$ cat src/rtl/bcd_tally_pkg.sv
package bcd_tally_pkg;
    localparam int BCD_W = 4;
    typedef logic [BCD_W-1:0] bcd_t;
    localparam bcd_t BCD_MAX = 4'd9;

    typedef struct packed {
        bcd_t cnt;
    } digit_state_t;

    typedef struct packed {
        logic ovf;
    } tally_state_t;
endpackage

$ cat src/rtl/bcd_digit.sv
module bcd_digit
    import bcd_tally_pkg::*;
(
    input  logic clk,
    input  logic rst_n,
    input  logic clear_i,
    input  logic inc_i,
    output bcd_t cnt_o,
    output logic wrap_o
);
    digit_state_t st_d, st_q;

    always_comb begin
        st_d = st_q;
        if (clear_i)
            st_d.cnt = '0;
        else if (inc_i)
            st_d.cnt = (st_q.cnt == BCD_MAX) ? bcd_t'(0) : st_q.cnt + bcd_t'(1);
    end

    always_ff @(posedge clk or negedge rst_n) begin
        if (!rst_n) st_q <= '0;
        else        st_q <= st_d;
    end

    assign cnt_o  = st_q.cnt;
    assign wrap_o = inc_i && (st_q.cnt == BCD_MAX);

    // a decade never leaves the decimal range
    p_digit_range_r9: assert property (@(posedge clk) disable iff (!rst_n)
        cnt_o <= BCD_MAX);
    // clear forces zero
    p_clear_zero_r5: assert property (@(posedge clk) disable iff (!rst_n)
        clear_i |=> cnt_o == '0);
    // without an increment the decade holds
    p_idle_hold_r3: assert property (@(posedge clk) disable iff (!rst_n)
        (!inc_i && !clear_i) |=> $stable(cnt_o));
endmodule

$ cat src/rtl/bcd_store.sv
module bcd_store #(
    parameter int W = 28
) (
    input  logic         clk,
    input  logic         rst_n,
    input  logic         latch_i,
    input  logic [W-1:0] din_i,
    output logic [W-1:0] dout_o
);
    logic [W-1:0] data_d, data_q;

    always_comb begin
        data_d = data_q;
        if (latch_i) data_d = din_i;
    end

    always_ff @(posedge clk or negedge rst_n) begin
        if (!rst_n) data_q <= '0;
        else        data_q <= data_d;
    end

    assign dout_o = data_q;

    // load on strobe, hold otherwise
    p_capture_r6: assert property (@(posedge clk) disable iff (!rst_n)
        latch_i |=> dout_o == $past(din_i));
    p_hold_r6: assert property (@(posedge clk) disable iff (!rst_n)
        !latch_i |=> $stable(dout_o));
endmodule

$ cat src/rtl/gated_bcd_tally.sv
module gated_bcd_tally
    import bcd_tally_pkg::*;
#(
    parameter int NUM_DIGITS = 7
) (
    input  logic                        clk,
    input  logic                        rst_n,
    input  logic                        event_i,
    input  logic                        gate_i,
    input  logic                        clear_i,
    input  logic                        latch_i,
    output logic [NUM_DIGITS*BCD_W-1:0] stored_o,
    output logic                        overflow_o
);
    localparam int CNT_W = NUM_DIGITS * BCD_W;

    logic [NUM_DIGITS:0] carry;
    logic [CNT_W-1:0]    count_w;
    tally_state_t        st_d, st_q;

    assign carry[0] = gate_i & event_i;

    for (genvar g = 0; g < NUM_DIGITS; g++) begin : g_decade
        bcd_digit u_digit (
            .clk     (clk),
            .rst_n   (rst_n),
            .clear_i (clear_i),
            .inc_i   (carry[g]),
            .cnt_o   (count_w[g*BCD_W +: BCD_W]),
            .wrap_o  (carry[g+1])
        );
    end

    always_comb begin
        st_d = st_q;
        if (clear_i)
            st_d.ovf = 1'b0;
        else if (carry[NUM_DIGITS])
            st_d.ovf = 1'b1;
    end

    always_ff @(posedge clk or negedge rst_n) begin
        if (!rst_n) st_q <= '0;
        else        st_q <= st_d;
    end

    assign overflow_o = st_q.ovf;

    bcd_store #(.W(CNT_W)) u_store (
        .clk     (clk),
        .rst_n   (rst_n),
        .latch_i (latch_i),
        .din_i   (count_w),
        .dout_o  (stored_o)
    );

    // clear drops the overflow flag
    p_no_overflow_r5: assert property (@(posedge clk) disable iff (!rst_n)
        clear_i |=> !overflow_o);
    // the flag is sticky
    p_ovf_sticky_r8: assert property (@(posedge clk) disable iff (!rst_n)
        (overflow_o && !clear_i) |=> overflow_o);
    // full wrap empties the count and raises the flag
    p_ovf_wrap_r8: assert property (@(posedge clk) disable iff (!rst_n)
        (carry[NUM_DIGITS] && !clear_i) |=> (overflow_o && count_w == '0));
    // closed gate freezes the count
    p_gate_closed_r3: assert property (@(posedge clk) disable iff (!rst_n)
        (!gate_i && !clear_i) |=> $stable(count_w));
endmodule

$ cat config.mk
export PLATFORM = sky130hd
export DESIGN_NAME = gated_bcd_tally
export DESIGN_NICKNAME = d
export VERILOG_FILES = /design/src/rtl/bcd_tally_pkg.sv /design/src/rtl/bcd_digit.sv /design/src/rtl/bcd_store.sv /design/src/rtl/gated_bcd_tally.sv
export SDC_FILE = /design/constraint.sdc
export NUM_CORES = 1
export LEC_CHECK = 0
export BUFFER_PORTS_ARGS = -buffer_cell sky130_fd_sc_hd__buf_2
export CAP_MARGIN = 10
export CORE_MARGIN = 4
export CORE_UTILIZATION = 50
export CTS_CLUSTER_SIZE = 8
export DETAILED_ROUTE_END_ITERATION = 7
export PLACE_DENSITY = 0.69
export SYNTH_ARGS = -nofsm -noshare
export SYNTH_HDL_FRONTEND = slang
export SYNTH_SLANG_ARGS = --single-unit
$ cat constraint.sdc
create_clock -name clk -period 2 [get_ports clk]
set_input_delay 0.2 -clock clk [delete_from_list [all_inputs] [get_ports clk]]
set_output_delay 0.2 -clock clk [all_outputs]
set_load 0.01 [all_outputs]
# == Yosys cells after proc, flatten, opt, wreduce, memory -nomap -nowiden ==
# Cells that the tools add are included.
# word_totals
reg_bits,57
word_cells,62
# classes
n_addsub,7
eq_ne,7
mux,23
bitwise_logic,1
n_reduce_logical,15
# op_table
operator,count
$mux W4,21
$add A4 B1 Y4 const B,7
$eq A4 B4 Y1 const B,7
$reduce_bool A2 Y1,8
$logic_and A1 B1 Y1,7
$mux W1,2
$and A1 B1 Y1,1

# == Depth between registers and ports, before layout ==
# Gate-level depths: netlist of run 1.
# logic_depth
word_depth,10
depth_mapped,9
depth_no_buf,6

# == Hierarchy ==
# From an unflattened synthesis of run 1, not the netlist that was laid out.
# hier_totals
cells_unflattened,244
hier_area_um2,2874.0
# modules_own_cells
mod,n_inst,cells_each,area_each_um2
bcd_digit,7,26,241.5
bcd_store,1,59,1142.3
gated_bcd_tally,1,3,41.3

# == Least setup slack after synthesis of run 1 ==
# Ideal clock, no wire load.
# synth_path
kind,reg-to-reg
startpoint,"reg g_decade[1].u_digit.st_q, in the netlist g_decade[1].u_digit.cnt_o[1]"
endpoint,"reg g_decade[5].u_digit.st_q, in the netlist g_decade[5].u_digit.cnt_o[1]"
setup_ps,78
arrival_ps,1699
slack_ps,223
path_stages_with_launch,9
n_path_buf,2
synth_period_minus_slack_ps,1777
cell_sequence,dfrtp_1 -> inv_1 -> ha_1 -> and3b_1 -> buf_6 -> nand4_2 -> buf_6 -> or4_1 -> a21oi_1
# synth_between
elab_chain_len,6
# synth_lines
element,line_no,source
from (decl),bcd_digit.sv:11,"digit_state_t st_d, st_q;"
from (signal assigned),bcd_digit.sv:23,else st_q <= st_d;
$eq A4 B4 Y1,bcd_digit.sv:27,assign wrap_o = inc_i && (st_q.cnt == BCD_MAX);
$logic_and A1 B1 Y1 (4 in series),bcd_digit.sv:27,
$reduce_bool A2 Y1 (no source line),n/a,
to (signal assigned),bcd_digit.sv:23,
to (decl),bcd_digit.sv:11,
# Every way passes these cells.
# A chain may end at the register's enable or synchronous reset.

# == Final worst setup path of run 1 ==
# layout_path
startpoint,"reg g_decade[0].u_digit.st_q, in the netlist g_decade[0].u_digit.cnt_o[1]"
endpoint,"reg g_decade[6].u_digit.st_q, in the netlist g_decade[6].u_digit.cnt_o[2]"
# layout_between
elab_chain_len,8
# layout_lines
element,line_no
from (decl),bcd_digit.sv:11
from (signal assigned),bcd_digit.sv:23
$eq A4 B4 Y1,bcd_digit.sv:27
$logic_and A1 B1 Y1 (6 in series),bcd_digit.sv:27
$reduce_bool A2 Y1 (no source line),n/a
to (signal assigned),bcd_digit.sv:23
to (decl),bcd_digit.sv:11
# Every way passes these cells.

==> results of run 1 <==
cells by family after synthesis:
kind of cell,after synthesis,synth area share [%]
muxes,32,12.68
buffers and inverters,21,3.573
xor gates and xnor gates,2,0.6254
AOI/OAI and AO/OA,44,9.112
adders and majority gates,14,6.253
and+or+nand+nor,81,16.84
DFF,57,50.92
final cells by class:
type,count,area (sq um),area share [%]
sequential,57,1426,42.32
multi-input combinational,173,1284,38.08
timing repair buffer,56,350.3,10.39
clock buffer,14,182.7,5.419
tap,70,87.58,2.598
inverter,8,30.03,0.8909
clock inverter,2,10.01,0.2970
timing repair:
action | in CTS | in global routing
endpoints found under the hold margin | 22 | 0
setup endpoints to repair | 0 | 9
hold buffers | 1 | 0
gates resized for setup | 0 | 1
setup buffers | 0 | 2
per-stage QoR:
stage / total power [W] / worst slack (ps) / instance area [sq um]
6_report: 0.002267 / 174.4 / 3371
5_1_grt: 0.002390 / 0.3615 / 3371
4_1_cts: 0.002312 / 30.35 / 3347
3_5_place_dp: 0.001271 / 50.71 / 3144
3_3_place_gp: 0.001270 / 102.8 / 3144
2_1_floorplan: 0.001222 / 223.1 / 2801
worst max-delay path, cell delays in order (launching register included):
cell	delay (ps)
dfrtp_1	370
inv_1	50
ha_1	180
and4b_1	260
nand4_4	180
buf_4	190
a2111o_1	370
a21oi_1	140
routing by layer:
layer / vias up / part of all wire, % / GRT usage, %
li1: 1020 / - / -
met1: 1013 / 46 / 22.12
met2: 42 / 47 / 26.46
met3: 11 / 5.4 / 7.327
met4: 0 / 2.0 / 7.132
met5: - / 0 / 0
sequential cells by signal, summed over array words and instances, names as in the netlist:
name / flops
g_decade.u_digit.cnt_o: 28
overflow_o: 1
u_store.dout_o: 28
worst max-delay path by stage:
stage | cells after the start | start | endpoint | slack (ps)
after floorplan | 8 | g_decade[1].u_digit.cnt_o[1] | g_decade[5].u_digit.cnt_o[1] | 220
after global placement | 7 | g_decade[0].u_digit.cnt_o[1] | g_decade[4].u_digit.cnt_o[3] | 100
after detailed placement | 7 | g_decade[2].u_digit.cnt_o[1] | g_decade[4].u_digit.cnt_o[3] | 50
after CTS | 7 | g_decade[2].u_digit.cnt_o[1] | g_decade[4].u_digit.cnt_o[3] | 30
after global routing | 7 | g_decade[2].u_digit.cnt_o[1] | g_decade[4].u_digit.cnt_o[3] | 0.4
final | 7 | g_decade[0].u_digit.cnt_o[1] | g_decade[6].u_digit.cnt_o[2] | 170
power by group through the flow:
stage,clock network [W],registers [W],logic (W)
CTS,0.00106,0.00116,0.0000914
floorplan,0,0.00118,0.0000378
global route,0.00113,0.00116,0.000100
finish,0.00102,0.00116,0.0000885
global placement,0,0.00118,0.0000889
detailed placement,0,0.00118,0.0000899
cell usage in the layout, fill, tap and decap left out, drive strengths merged, types with 3 or more instances in the layout:
master  count
nor2       17
o21ai      12
or4         6
dfrtp      57
ha         14
inv         8
nand2      10
nand3b      5
a31oi       3
nor4        3
mux2       28
and3b       7
clkbuf     14
mux2i       4
buf        55
a21oi      21
nand2b      3
nand3      10
nor3        4
nand4       5
or3         4
and2        3
==> summary.md, run 1 <==
| Metric | Value |
|---|---|
| Core area | 5270 sq um |
| Placed Instances | 361 |
| CP required | 2260 ps |
| Global-route wire length before repair | 9660 um |
| RSZ-0062 raised after global routing | no |
| DIE HEIGHT | 82.85 um |
| Die W | 82.85 um |
| Cell count after synthesis | 251 |
| Post-Layout Cell Count | 380 |
| Status | finished, final reports clean |
| Setup violators final | 0 |
| Most numerous cell in the Yosys netlist | dfrtp_1 |
| Crit Reg-Reg Endpoint | g_decade[6].u_digit.cnt_o[2] |
| Slew headroom | 56.98% |
| Netlist cell types | 38 |
| Setup TNS | 0 ps |
| Leak pwr | 1.709 nW |
| Fmax | 0.5478 GHz |
| Die area | 6864 sq um |
| Synth area leaders | dfrtp_1 51%, mux2_2 11%, ha_1 6.3%, a21oi_1 3.8%, nor2_1 2.3% |
| Syn_nets | 271 |
| Placement Rows | 26 |
| CP endpoint kind | flop |
| Fill cell count | 466 |
| CP Class | reg -> reg |
| Final count of hold timing violations | 0 |
| Worst-margin pin slew | 645.2 ps |
| Core Util, Final | 63.96% |
| Most common library cells after synthesis | 57 x dfrtp_1, 28 x mux2_2, 21 x a21oi_1 |
| Peak supply drop | 0.4918 mV |
| Clk network pwr share | 44.9% |
| CTS clock-pin slew for the worst setup and hold paths | 60 ps |
| Asr flop ratio synth | 100.0% |
| Crit Path Max Fanout | 12 |
| Initial antenna violation count | 0 |
| Post-Route Skew | 6.001 ps |
| Vias | 2086 |
| Hold Slack | 268.6 ps |
| Internal Power | 0.001768 W |
| # DRC | 0 |
| Buffers on Ports | 34 |
| Tmin final | 1826 ps |
| Vias in the first global route | 2043 |
| Synth top area share | 50.92% |
| Post-synth top flop | dfrtp_1 |
| Starting density of the core | 53.16% |
| Synthesized cell area | 2801 sq um |
| Antenna Nets Post-Route | 0 |
| Worst hold stages | 2 |
| Yosys warns | 0 |
| Tot GR Track Use | 17.48% |
| Arrival @ worst endpoint | 2090 ps |
| Top-Level Pins | 35 |
| Hold EP | g_decade[3].u_digit.cnt_o[1] |
| Setup crit start kind | flop |
| Number of flops mapped to enable cells by yosys | 0 |
| Reg-to-reg slack, setup | 170 ps |
| Largest net degree at the start of global routing | 36 |
| Vias per inst | 5.489 |
| Reg2reg start | g_decade[0].u_digit.cnt_o[1] |
| DRT Pass-1 Iters | 4 |
| RD Place Congestion | 0.8159 |
| Syn_area_per_cell | 11.16 sq um |
| Area Growth Syn to Fin | 20.32% |
| Grt ovf | 0 |
| Pins Over Slew Limit | 0 |
| Final #Nets | 325 |
| NetSw | 0.0004989 W |
| Min-delay src | clear_i |
| Iteration-0 DRC Markers | 93 |
| TritonCTS clock tree | yes |
| Clock tree buffer depth | 2 |
| Pwr Density | 672.6 nW/um^2 |
| N_diodes | 0 |
| Maximum capacitance violations | 0 |
| Root buf cell | clkbuf_8 |
| Clk_lat worst skew | 340 ps |
| Final wirelength | 5456 um |
| CTS buffer count | 9 |
| Share of cells above drive strength 1 | 31.94% |
| WL/cell | 14.36 um |
| R2R depth | 7 |
| Htree depth | 3 |
| Synthesized flop and latch total | 57 |
| Gate power share | 3.9% |
| Hold WC Path Type | in -> reg |
| Post-DP HPWL | 3846 um |
| Switch share | 22.01% |
| Flop pwr share | 51.2% |
| CTS sink count | 57 |
| Crit share post-route | 91.28% |
| Sequential-to-total area share from yosys stat | 50.92% |
| Area leader, netlist | dfrtp_1 |
Power figures use the tool's default switching activity.
==> inputs of run 2 (changes only) <==
CORE_UTILIZATION = 44   (was 50)
PLACE_DENSITY = 0.62   (was 0.69)
==> summary.md, run 2 (synthesized netlist as in run 1, its figures left out) <==
| Metric | Value |
|---|---|
| Htree depth | 3 (unchanged) |
| WL/cell | 14.41 um (+0.40%) |
| Postcts setup bufs | 0 (unchanged) |
| Grt ovf | 0 (unchanged) |
| Setup TNS | 0 ps (unchanged) |
| CP required | 2260 ps (about the same) |
| CTS sink count | 57 (unchanged) |
| Switch share | 21.96% (-0.043 points) |
| CP peak stage delay | 370 ps (about the same) |
| NetSw | 0.0004763 W (-4.5%) |
| CP Buf/Inv Count | 2 (unchanged) |
| Tmin final | 1839 ps (+13.83 ps) |
| Setup violators final | 0 (unchanged) |
| Flop pwr share | 53.5% (+2.3 points) |
| Post-Layout Cell Count | 381 (+0.26%) |
| Post-DP HPWL | 3865 um (+0.48%) |
| R2R depth | 7 (unchanged) |
| Most common cell after layout, fill and taps aside | dfrtp_1 |
| Slew headroom | 57.91% (+0.93 points) |
| Gate power share | 4.1% (+0.2 points) |
| Global-route wire length before repair | 9549 um (-1.1%) |
| Root buf cell | clkbuf_8 |
| TritonCTS clock tree | yes |
| Top Layer Used | met4 |
| Post-Route Skew | 5.472 ps (-0.5292 ps) |
| Share of cells above drive strength 1 | 30.72% (-1.2 points) |
| DIE HEIGHT | 87.79 um (+6.0%) |
| CP Cell Sequence | inv_1, ha_1, and4b_1, nand4_4, buf_4, or3_1, a21oi_1 |
| Cell count along the critical path | 7 (unchanged) |
| Hold WC Path Type | in -> reg |
| Pwr Density | 650.6 nW/um^2 (-3.3%) |
| Pins Over Slew Limit | 0 (unchanged) |
| Area Growth Syn to Fin | 18.98% |
| Final count of hold timing violations | 0 (unchanged) |
| CTS buffer count | 9 (unchanged) |
| Crit share post-route | 91.97% (+0.69 points) |
| Core area | 6061 sq um (+15%) |
| CP endpoint kind | flop |
| Tot GR Track Use | 16.12% (-1.4 points) |
| DR WL met3 | 224 um (-24%) |
| DRT Pass-1 Iters | 4 (unchanged) |
| Top-Level Pins | 35 (unchanged) |
| CTS clock-pin slew for the worst setup and hold paths | 60 ps (about the same) |
| Maximum capacitance violations | 0 (unchanged) |
| Clk network pwr share | 42.4% (-2.5 points) |
| Starting density of the core | 46.22% (-6.9 points) |
| RD Place Congestion | 0.7625 (-6.5%) |
| Status | finished, final reports clean |
| Vias per inst | 5.467 (-0.41%) |
| Worst hold stages | 2 (unchanged) |
| Wire length on met2 | 2596 um (+2.1%) |
| M1 WL | 2563 um (+2.1%) |
| Buffers on Ports | 34 (unchanged) |
| Final wirelength | 5492 um (+0.66%) |
| Iteration-0 DRC Markers | 46 (-51%) |
| Placed Instances | 366 (+1.4%) |
| Placement Rows | 28 (+7.7%) |
| RSZ-0062 raised after global routing | no |
| Antenna Nets Post-Route | 0 (unchanged) |
| Fmax | 0.5437 GHz (-0.75%) |
| # DRC | 0 (unchanged) |
| CP Class | reg -> reg |
| Peak supply drop | 0.3662 mV (-26%) |
| Setup WS pre-CTS | 64.33 ps (+13.62 ps) |
| Leak pwr | 1.681 nW (-1.6%) |
| Vias | 2083 (-0.14%) |
| Die W | 87.79 um (+6.0%) |
| Die area | 7707 sq um (+12%) |
| Vias in the first global route | 2031 (-0.59%) |
| Crit Path Max Fanout | 14 (+2) |
| Final #Nets | 323 (-0.62%) |
| Most frequent cells in the layout | 57 x dfrtp_1, 34 x buf_2, 28 x mux2_2 |
| Arrival @ worst endpoint | 2100 ps (about the same) |
| Clock tree buffer depth | 2 (unchanged) |
| Delay-heaviest family, CP | simple AND/OR/NAND/NOR gates |
| Setup crit start kind | flop |
| Largest net degree at the start of global routing | 37 (+2.8%) |
| Final worst slack | 160.6 ps (-13.83 ps) |
| Slowest CP cell | dfrtp_1 |
| Initial antenna violation count | 0 (unchanged) |
| N_diodes | 0 (unchanged) |
| Worst-margin pin slew | 631.3 ps (-13.93 ps) |
| Clk_lat worst skew | 340 ps (about the same) |
| Internal Power | 0.001692 W (-4.3%) |
## run 2: worst reg2reg max path: cells and delay by family, from the launching register on
kind                     cells  cell delay (ps)
AO/OA/AOI/OAI                1              150
flip-flops                   1              370
buffers and inverters        2              270
adder cells (fa/ha/maj)      1              180
AND/OR/NAND/NOR              3              790
## run 2: final timing paths
kind / start / endpoint / slack [ps]
worst max-delay path: g_decade[0].u_digit.cnt_o[1] / g_decade[4].u_digit.cnt_o[3] / 160
worst min-delay path: clear_i / g_decade[2].u_digit.cnt_o[2] / 290
worst max register to register: g_decade[0].u_digit.cnt_o[1] / g_decade[4].u_digit.cnt_o[3] / 160
worst min register to register: u_store.dout_o[23] / u_store.dout_o[23] / 500
max in group asynchronous: rst_n / u_store.dout_o[14] / 1060
min in group asynchronous: rst_n / u_store.dout_o[25] / 370
## run 2: metal layers
layer,up-vias,global-route usage (%)
li1,1019,-
met4,0,7.113
met3,10,5.080
met5,-,0
met1,1012,20.63
met2,42,25.07
## run 2: power groups by stage
stage	clock network [W]	logic, W	registers (W)
floorplan	0	0.0000378	0.00118
global placement	0	0.0000899	0.00118
detailed placement	0	0.0000904	0.00118
CTS	0.000950	0.0000917	0.00116
global route	0.00101	0.000101	0.00116
finish	0.000920	0.0000885	0.00116
## run 2: cell type report
type	count	area, sq um
Fill cell	527	2728
Sequential cell	57	1426
Multi-Input combinational cell	173	1285
Timing Repair Buffer	54	335.3
Clock buffer	14	162.7
Tap cell	75	93.84
Inverter	8	30.03
## run 2: stage by stage
stage               hold slack, ps  total power [W]  area (sq um)  util [%]
global route                 295.7         0.002271          3333     55.00
CTS                          275.5         0.002202          3323     54.83
global placement             206.1         0.001271          3151     51.98
floorplan                   -95.59         0.001222          2801         -
detailed placement           206.4         0.001271          3151     51.98
finish                       285.4         0.002169          3333     55.00
## run 2: repair_timing
item                       in CTS  in global routing
setup endpoints to repair       0                  6
hold endpoints to repair       21                  0
resized for setup               0                  2
hold buffers                    1                  0
==> inputs of run 3 (changes only) <==
CORE_UTILIZATION = 40   (was 44)
PLACE_DENSITY = 0.58   (was 0.62)
==> summary.md, run 3 (synthesized netlist as in run 1, its figures left out) <==
| Metric | Value |
|---|---|
| Most common cell after layout, fill and taps aside | dfrtp_1 |
| Global-route wire length before repair | 9853 um (+3.2%) |
| Gate power share | 4.1% (about the same) |
| CP Class | reg -> reg |
| Total power draw | 0.002233 W (+3.0%) |
| Internal Power | 0.001725 W (+2.0%) |
| Area Growth Syn to Fin | 20.77% |
| Antenna Nets Post-Route | 0 (unchanged) |
| Placement Rows | 30 (+7.1%) |
| Grt ovf | 0 (unchanged) |
| N_diodes | 0 (unchanged) |
| Iteration-0 DRC Markers | 73 (+59%) |
| Crit Path Max Fanout | 13 (-1) |
| Tot GR Track Use | 14.72% (-1.4 points) |
| Share of cells above drive strength 1 | 31.82% (+1.1 points) |
| RSZ-0062 raised after global routing | no |
| Status | finished, final reports clean |
| CTS buffer count | 9 (unchanged) |
| Post-Route Skew | 8.575 ps (+3.103 ps) |
| Initial antenna violation count | 0 (unchanged) |
| TritonCTS clock tree | yes |
| Post-DP HPWL | 4000 um (+3.5%) |
| Pwr Density | 660.1 nW/um^2 (+1.5%) |
| Die area | 8406 sq um (+9.1%) |
| DRT Pass-1 Iters | 4 (unchanged) |
| Clk_lat worst skew | 340 ps (about the same) |
| Setup WS pre-CTS | 81.91 ps (+17.58 ps) |
| CP endpoint kind | flop |
| CTS clock-pin slew for the worst setup and hold paths | 60 ps (about the same) |
| Starting density of the core | 41.23% (-5.0 points) |
| NetSw | 0.0005080 W (+6.7%) |
| CP required | 2260 ps (about the same) |
| Fill cell count | 629 (+19%) |
| Final worst slack | 170.2 ps (+9.588 ps) |
| Hold WC Path Type | in -> reg |
| Setup TNS | 0 ps (unchanged) |
| Top-Level Pins | 35 (unchanged) |
| Most frequent cells in the layout | 57 x dfrtp_1, 34 x buf_2, 28 x mux2_2 |
| Vias per inst | 5.173 (-5.4%) |
| Arrival @ worst endpoint | 2090 ps (about the same) |
| Die W | 91.69 um (+4.4%) |
| Tmin final | 1830 ps (-9.588 ps) |
| Htree depth | 3 (unchanged) |
| DIE HEIGHT | 91.69 um (+4.4%) |
| Peak supply drop | 0.3223 mV (-12%) |
| Setup crit start kind | flop |
| CTS sink count | 57 (unchanged) |
| Flop pwr share | 51.9% (-1.6 points) |
| Vias | 2090 (+0.34%) |
| Root buf cell | clkbuf_8 |
| Vias in the first global route | 2028 (-0.15%) |
| Clock tree buffer depth | 2 (unchanged) |
| Final count of hold timing violations | 0 (unchanged) |
| Slew headroom | 57.09% (-0.82 points) |
| Worst-margin pin slew | 643.6 ps (+12.35 ps) |
| Final wirelength | 5753 um (+4.8%) |
| Final #Nets | 324 (+0.31%) |
| Pins Over Slew Limit | 0 (unchanged) |
| Crit share post-route | 91.49% (-0.48 points) |
| RD Place Congestion | 0.7754 (+1.7%) |
| Switch share | 22.74% (+0.78 points) |
| Largest net degree at the start of global routing | 40 (+8.1%) |
| Core area | 6794 sq um (+12%) |
| # DRC | 0 (unchanged) |
| Buffers on Ports | 34 (unchanged) |
| WL/cell | 14.24 um (-1.2%) |
| Postcts setup bufs | 0 (unchanged) |
| Setup violators final | 0 (unchanged) |
| Clk network pwr share | 44.0% (+1.6 points) |
| Maximum capacitance violations | 0 (unchanged) |
| Leak pwr | 1.701 nW (+1.2%) |
| Fmax | 0.5465 GHz (+0.52%) |
-- run 3: cell count changes in the layout (fill, tap and decap cells not counted) --
cell / previous run / this run
clkinv_2: 0 / 3
buf_4: 18 / 19
and4_2: 1 / 0
clkbuf_8: 11 / 12
clkbuf_1: 3 / 0
and4_1: 1 / 2
-- run 3: worst paths after layout --
kind                                                endpoint  slack, ps  cells past startpoint                         start
worst min-delay path            g_decade[3].u_digit.cnt_o[0]        250                      2                       clear_i
worst max-delay path            g_decade[4].u_digit.cnt_o[3]        170                      7  g_decade[0].u_digit.cnt_o[1]
worst max register to register  g_decade[4].u_digit.cnt_o[3]        170                      7  g_decade[0].u_digit.cnt_o[1]
max in group asynchronous       g_decade[2].u_digit.cnt_o[1]       1090                      3                         rst_n
worst min register to register             u_store.dout_o[2]        500                      1             u_store.dout_o[2]
min in group asynchronous                 u_store.dout_o[23]        340                      2                         rst_n
-- run 3: power by group through the flow --
stage | combinational [W] | clock (W) | sequential [W]
2_1_floorplan | 0.0000378 | 0 | 0.00118
4_1_cts | 0.0000940 | 0.00102 | 0.00116
5_1_grt | 0.000104 | 0.00108 | 0.00116
3_3_place_gp | 0.0000925 | 0 | 0.00118
6_report | 0.0000909 | 0.000983 | 0.00116
3_5_place_dp | 0.0000928 | 0 | 0.00118
-- run 3: layout make-up --
type,count,area [sq um],area share (%)
timing repair buffer,55,342.8,10.13
inverter,8,30.03,0.8876
multi-input combinational,173,1284,37.94
clock inverter,3,15.01,0.4438
tap,96,120.1,3.550
sequential,57,1426,42.16
clock buffer,12,165.2,4.882
-- run 3: repair_timing --
action                                  4_1_cts  5_1_grt
hold buffers                                  1        0
endpoints found under the setup margin        0        8
gates resized for setup                       0        1
endpoints found under the hold margin        18        0
-- run 3: worst max-delay path: stages (launching register included) --
cell and delay (ps):
dfrtp_1 370, inv_1 50, ha_1 190, and4b_1 270, nand4_4 170, buf_4 210, or3_1 340, a21oi_1 140
-- run 3: layer usage --
layer	GRT usage, %	share of wire, %	vias up
met4	6.407	1.6	0
met5	0	0	-
met3	4.594	4.1	8
li1	-	-	1020
met1	18.94	47	1034
met2	22.76	47	28
-- run 3: per-stage QoR --
step	cell area, sq um	util [%]	instances	hold slack (ps)
floorplan	2801	-	251	-95.59
global placement	3184	46.87	388	170.9
detailed placement	3184	46.87	388	172.1
CTS	3374	49.67	404	222.3
global route	3383	49.80	404	245.4
finish	3383	49.80	404	246.2
